===== src/rtl/irpc_pkg.sv =====
package irpc_pkg;
  // next bit-cell phase for an oversampling ratio of os
  function automatic int unsigned phase_after(input int unsigned ph, input int unsigned os);
    return (ph == os - 1) ? 0 : ph + 1;
  endfunction

  // high-pulse window covers the first width phases of a cell
  function automatic logic in_window(input int unsigned ph, input int unsigned width);
    return ph < width;
  endfunction
endpackage


===== src/rtl/irpc_phase.sv =====
module irpc_phase #(
  parameter int OVERSAMPLE = 16,
  localparam int PW = $clog2(OVERSAMPLE)
) (
  input  logic          clk,
  input  logic          rst_n,
  input  logic          tick_i,
  output logic [PW-1:0] ph_next_o,
  output logic          cell_start_o
);
  import irpc_pkg::*;
  logic [PW-1:0] ph_q;

  assign ph_next_o    = PW'(phase_after(int'(ph_q), OVERSAMPLE));
  assign cell_start_o = tick_i && (ph_next_o == '0);

  always_ff @(posedge clk or negedge rst_n) begin
    if (!rst_n)      ph_q <= '0;
    else if (tick_i) ph_q <= ph_next_o;
  end
endmodule


===== src/rtl/irpc_tx.sv =====
module irpc_tx #(
  parameter int OVERSAMPLE  = 16,
  parameter int PULSE_TICKS = 4,
  localparam int PW = $clog2(OVERSAMPLE)
) (
  input  logic          clk,
  input  logic          rst_n,
  input  logic          en_i,
  input  logic          tick_i,
  input  logic          cell_start_i,
  input  logic [PW-1:0] ph_next_i,
  input  logic          nrz_i,
  output logic          ir_o,
  output logic          cur_bit_o
);
  import irpc_pkg::*;
  logic bit_q, ir_q, pulse_next;

  assign cur_bit_o  = cell_start_i ? nrz_i : bit_q;
  assign pulse_next = in_window(int'(ph_next_i), PULSE_TICKS) && !cur_bit_o;
  assign ir_o       = ir_q;

  always_ff @(posedge clk or negedge rst_n) begin
    if (!rst_n) begin
      bit_q <= 1'b1;
      ir_q  <= 1'b0;
    end else begin
      if (cell_start_i) bit_q <= nrz_i;
      if (!en_i)        ir_q  <= nrz_i;
      else if (tick_i)  ir_q  <= pulse_next;
    end
  end
endmodule


===== src/rtl/irpc_rx.sv =====
module irpc_rx #(
  parameter int OVERSAMPLE  = 16,
  parameter int SYNC_STAGES = 2,
  localparam int CW = $clog2(OVERSAMPLE + 1)
) (
  input  logic clk,
  input  logic rst_n,
  input  logic en_i,
  input  logic tick_i,
  input  logic ir_i,
  output logic nrz_o,
  output logic fall_o,
  output logic busy_o
);
  logic [SYNC_STAGES-1:0] sync_q;
  logic          prev_q, out_q;
  logic [CW-1:0] cnt_q, cnt_next;

  genvar g;
  generate
    for (g = 0; g < SYNC_STAGES; g++) begin : g_sync
      if (g == 0) begin : g_first
        always_ff @(posedge clk or negedge rst_n)
          if (!rst_n) sync_q[0] <= 1'b1;
          else        sync_q[0] <= ir_i;
      end else begin : g_next
        always_ff @(posedge clk or negedge rst_n)
          if (!rst_n) sync_q[g] <= 1'b1;
          else        sync_q[g] <= sync_q[g-1];
      end
    end
  endgenerate

  wire sync_w = sync_q[SYNC_STAGES-1];
  assign fall_o = prev_q && !sync_w;
  assign busy_o = (cnt_q != '0);
  assign nrz_o  = out_q;

  always_comb begin
    if (!en_i)                   cnt_next = '0;
    else if (fall_o)             cnt_next = CW'(OVERSAMPLE);
    else if (tick_i && busy_o)   cnt_next = cnt_q - 1'b1;
    else                         cnt_next = cnt_q;
  end

  always_ff @(posedge clk or negedge rst_n) begin
    if (!rst_n) begin
      prev_q <= 1'b1;
      cnt_q  <= '0;
      out_q  <= 1'b1;
    end else begin
      prev_q <= sync_w;
      cnt_q  <= cnt_next;
      out_q  <= en_i ? (cnt_next == '0) : sync_w;
    end
  end
endmodule


===== src/rtl/irpc_codec.sv =====
module irpc_codec #(
  parameter int OVERSAMPLE  = 16,
  parameter int PULSE_TICKS = 4,
  parameter int SYNC_STAGES = 2,
  localparam int PW = $clog2(OVERSAMPLE)
) (
  input  logic clk,
  input  logic rst_n,
  input  logic tick_i,
  input  logic en_i,
  input  logic tx_nrz_i,
  output logic tx_ir_o,
  input  logic rx_ir_i,
  output logic rx_nrz_o,
  output logic two_flags_o
);
  logic [PW-1:0] ph_next;
  logic cell_start, tx_cur_bit, rx_fall, rx_busy;

  irpc_phase #(.OVERSAMPLE(OVERSAMPLE)) u_phase (
    .clk(clk), .rst_n(rst_n), .tick_i(tick_i),
    .ph_next_o(ph_next), .cell_start_o(cell_start));

  irpc_tx #(.OVERSAMPLE(OVERSAMPLE), .PULSE_TICKS(PULSE_TICKS)) u_tx (
    .clk(clk), .rst_n(rst_n), .en_i(en_i), .tick_i(tick_i),
    .cell_start_i(cell_start), .ph_next_i(ph_next), .nrz_i(tx_nrz_i),
    .ir_o(tx_ir_o), .cur_bit_o(tx_cur_bit));

  irpc_rx #(.OVERSAMPLE(OVERSAMPLE), .SYNC_STAGES(SYNC_STAGES)) u_rx (
    .clk(clk), .rst_n(rst_n), .en_i(en_i), .tick_i(tick_i), .ir_i(rx_ir_i),
    .nrz_o(rx_nrz_o), .fall_o(rx_fall), .busy_o(rx_busy));

  assign two_flags_o = en_i;
endmodule


===== config.mk =====
export PLATFORM = sky130hd
export DESIGN_NAME = irpc_codec
export DESIGN_NICKNAME = d
export VERILOG_FILES = /design/src/rtl/irpc_pkg.sv /design/src/rtl/irpc_phase.sv /design/src/rtl/irpc_tx.sv /design/src/rtl/irpc_rx.sv /design/src/rtl/irpc_codec.sv
export SDC_FILE = /design/constraint.sdc
export NUM_CORES = 1
export LEC_CHECK = 0
export ABC_AREA = 1
export CAP_MARGIN = 20
export CORE_ASPECT_RATIO = 0.6
export CORE_MARGIN = 2
export CORE_UTILIZATION = 35
export CTS_BUF_LIST = sky130_fd_sc_hd__clkbuf_8
export CTS_CLUSTER_SIZE = 20
export DETAILED_ROUTE_END_ITERATION = 8
export GPL_TIMING_DRIVEN = 0
export PLACE_DENSITY = 0.66
export SLEW_MARGIN = 20
export SYNTH_ARGS = -nofsm -noshare
export SYNTH_HDL_FRONTEND = slang
export SYNTH_SLANG_ARGS = --single-unit
export TNS_END_PERCENT = 50

===== constraint.sdc =====
create_clock -name clk -period 1.7 [get_ports clk]
set_clock_uncertainty 0.15 [all_clocks]
set_input_delay 0.17 -clock clk [delete_from_list [all_inputs] [get_ports clk]]
set_output_delay 0.17 -clock clk [all_outputs]
set_load 0.05 [all_outputs]

==> metrics.yaml <==
routed_wl_mm: 1.60
dp_hpwl_mm: 1.23
clockRootBuffer: "clkbuf_8"
report.final.slew_viol_count: 0
netlist-cell-type-count: 23
synth_nets: 106
worstSetupStartpointType: "input port"
hold_end: "u_rx.sync_q[0]$_DFF_PN1_"
placed_area_um2: 926
drt_iter0_markers: 19
cts_buffers: 3
clock_latency_ns: 0.24
cts_sinks: 15
required_ns: 1.38
ios: 9
fin_crit_sh_pct: 97.6
avgSynthCellArea_um2: 8.33
grt_start_max_net_pins: 16
ys_warn_count: 0
r2r-start: "u_rx.cnt_q[0]$_DFF_PN0_"
synth_compound_area_share_pct: 7.12
synth_top_family_by_area: "simple AND/OR/NAND/NOR gates"
rsz0062_at_grt: "no"
power.share.combinational_pct: 35.2
design_area_um2: 981
hold_ws_ns: 0.178
leakagePower_uw: 0.000520
drive_gt1_share_pct: 22.0
place.gp.congestion: 0.786
setup_viol: 0
hold_violations: 0
synth_simple_gate_area_share_pct: 29.3
via_count: 602
async_flop_share_pct: 100
p_per_area_nw_per_um2: 1270
synth_edf_count: 0
status: "finished, final reports clean"
ys.flop_type: "dfrtp_1"
r2r_cells: 12
ys_top_cells_by_area: "dfrtp_1, dfstp_2, nand2_1"
final_nets: 119
grt_pass1_vias: 557
hp-start: "rx_ir_i"
postLayoutCoreUtil_pct: 45.0
power.share.switching_pct: 37.9
synth-xor-area-share_pct: 1.08
grt_pass1_wl_mm: 2.60
synthMuxAreaShare_pct: 0
yosysMostFrequentCell: "nand2_1"
final.min_clock_period_ns: 1.66
crit_arrival_ns: 1.34
grt_use_total_pct: 14.1
start_util_pct: 37.1
path_clk_slew_ns: 0.06
ant_nets: 0
cts_tree: "done"
worst_pin_slew_ns: 0.687
seq_power_share_pct: 41.9
core.rowCount: 13
min_path_cells: 1
ys_seq_elements: 15
drt_first_pass_iters: 3
synth_cells: 97
diodes: 0
grt_remaining_overflow: 0
synth_top_cell_area_share_pct: 31.0
cts_hold_buf: 0
max_freq_ghz: 0.603
syn_area_um2: 808
ir_drop_mv: 0.472
clockBufferDepth: 2
core_area_um2: 2180
htree_levels: 1
p_switching_uw: 471
p_int_uw: 772
crit_type: "input port to output port"
crit_fanout: 4
power.total_uw: 1240
critPathCaptureType: "output port"
worstReg2RegEnd: "u_rx.nrz_o$_DFF_PN1_"
slew_headroom_pct: 54.1
synth_common_cells: "nand2_1, inv_1, nand3_1"
r2r_slack_ns: 0.12
grt_antenna_before_repair: 0
die_width_um: 66.0
yosys.area.top_type: "dfrtp_1"
port_buffers: 8
die_area_um2: 2720
p_clk_share_pct: 22.9
wl_per_cell_um: 11.5
yosysSeqAreaShare_pct: 47.2
yosys.area_share.adder_pct: 4.64
viasPerCell: 4.33
fp.dieH_um: 41.2
area_growth_pct: 21.4
hold_path.class: "input port to flop"
drc_errors: 0
maxCapViolations: 0
## flip-flops by register name, indices dropped and copies added, names as in the netlist
register / cells
u_rx.nrz_o: 1
u_tx.ir_o: 1
u_rx.prev_q: 1
u_rx.sync_q: 1
u_rx.sync_w: 1
u_phase.ph_q: 4
u_rx.cnt_q: 5
u_tx.bit_q: 1
## metrics by stage
stage          worst slack (ns)  instances  setup TNS, ns
2_1_floorplan             0.291         97              0
3_3_place_gp             -0.229        135         -0.229
3_5_place_dp             -0.228        135         -0.228
4_1_cts                  0.0407        139              0
5_1_grt                 0.00219        139              0
6_report                 0.0415        139              0
## power groups by stage
stage	clock, uW	sequential [uW]	combinational, uW
2_1_floorplan	0	540	291
3_3_place_gp	0	516	407
3_5_place_dp	0	524	423
4_1_cts	288	518	417
5_1_grt	303	531	495
6_report	285	521	437
## final cells by class
type                       count  area (um^2)
sequential                    15          382
tap                           30         37.5
fill                         230         1200
timing repair buffer           8         76.3
clock buffer                   3         41.3
clock inverter                 1         3.75
buffer                         2         15.0
inverter                      19         71.3
multi-input combinational     61          354
## layer usage
layer  routed length (um)  track usage [%]  vias to the layer above
met3                   60             5.77                        2
met4                   17             4.59                        0
met2                  704             23.0                       11
met5                    0                0                        -
li1                     -                -                      324
met1                  814             17.5                      265
## critical path: stages
cell and delay (ns):
clkdlybuf4s50_1 0.53, buf_4 0.12, dlygate4sd2_1 0.51
## worst max path at each step
stage                                     start                    end  slack [ns]  depth (start not counted)
CTS                                        en_i            two_flags_o        0.04                          3
global placement                           en_i            two_flags_o       -0.23                          3
global route        u_phase.ph_q[0]$_DFFE_PN0P_  u_tx.ir_o$_DFFE_PN0P_       0.002                          7
detailed placement                         en_i            two_flags_o       -0.23                          3
finish                                     en_i            two_flags_o        0.04                          3
floorplan           u_phase.ph_q[0]$_DFFE_PN0P_  u_tx.ir_o$_DFFE_PN0P_        0.29                          9
## timing repair
item	in CTS	in global routing
endpoints found under the setup margin	3	2
buffers inserted	0	0
resized for setup	3	5
## kinds of logic after synthesis
logic type	Yosys count
xor gates and xnor gates	1
DFF	15
buffers and inverters	21
AOI/OAI and AO/OA	9
and+or+nand+nor	48
adders and majority gates	3
## cell usage in the layout, fill, tap and decap left out
cell	count
nand2_1	27
inv_1	17
nand3_1	11
dfrtp_1	10
clkdlybuf4s50_1	5
dfstp_2	5
inv_2	3
clkbuf_8	3
dlygate4sd2_1	3
nor2_4	2
nand2_4	2
a21oi_1	2
buf_4	2
nor2_1	2
o21ai_0	2
ha_1	2
xnor2_1	1
nand3_2	1
a21oi_2	1
o21ai_2	1
o21ai_4	1
nor2_2	1
nand2_2	1
o21a_1	1
o211ai_1	1
nor3_1	1
ha_2	1
No activity file was read; power rests on OpenSTA's default activity.
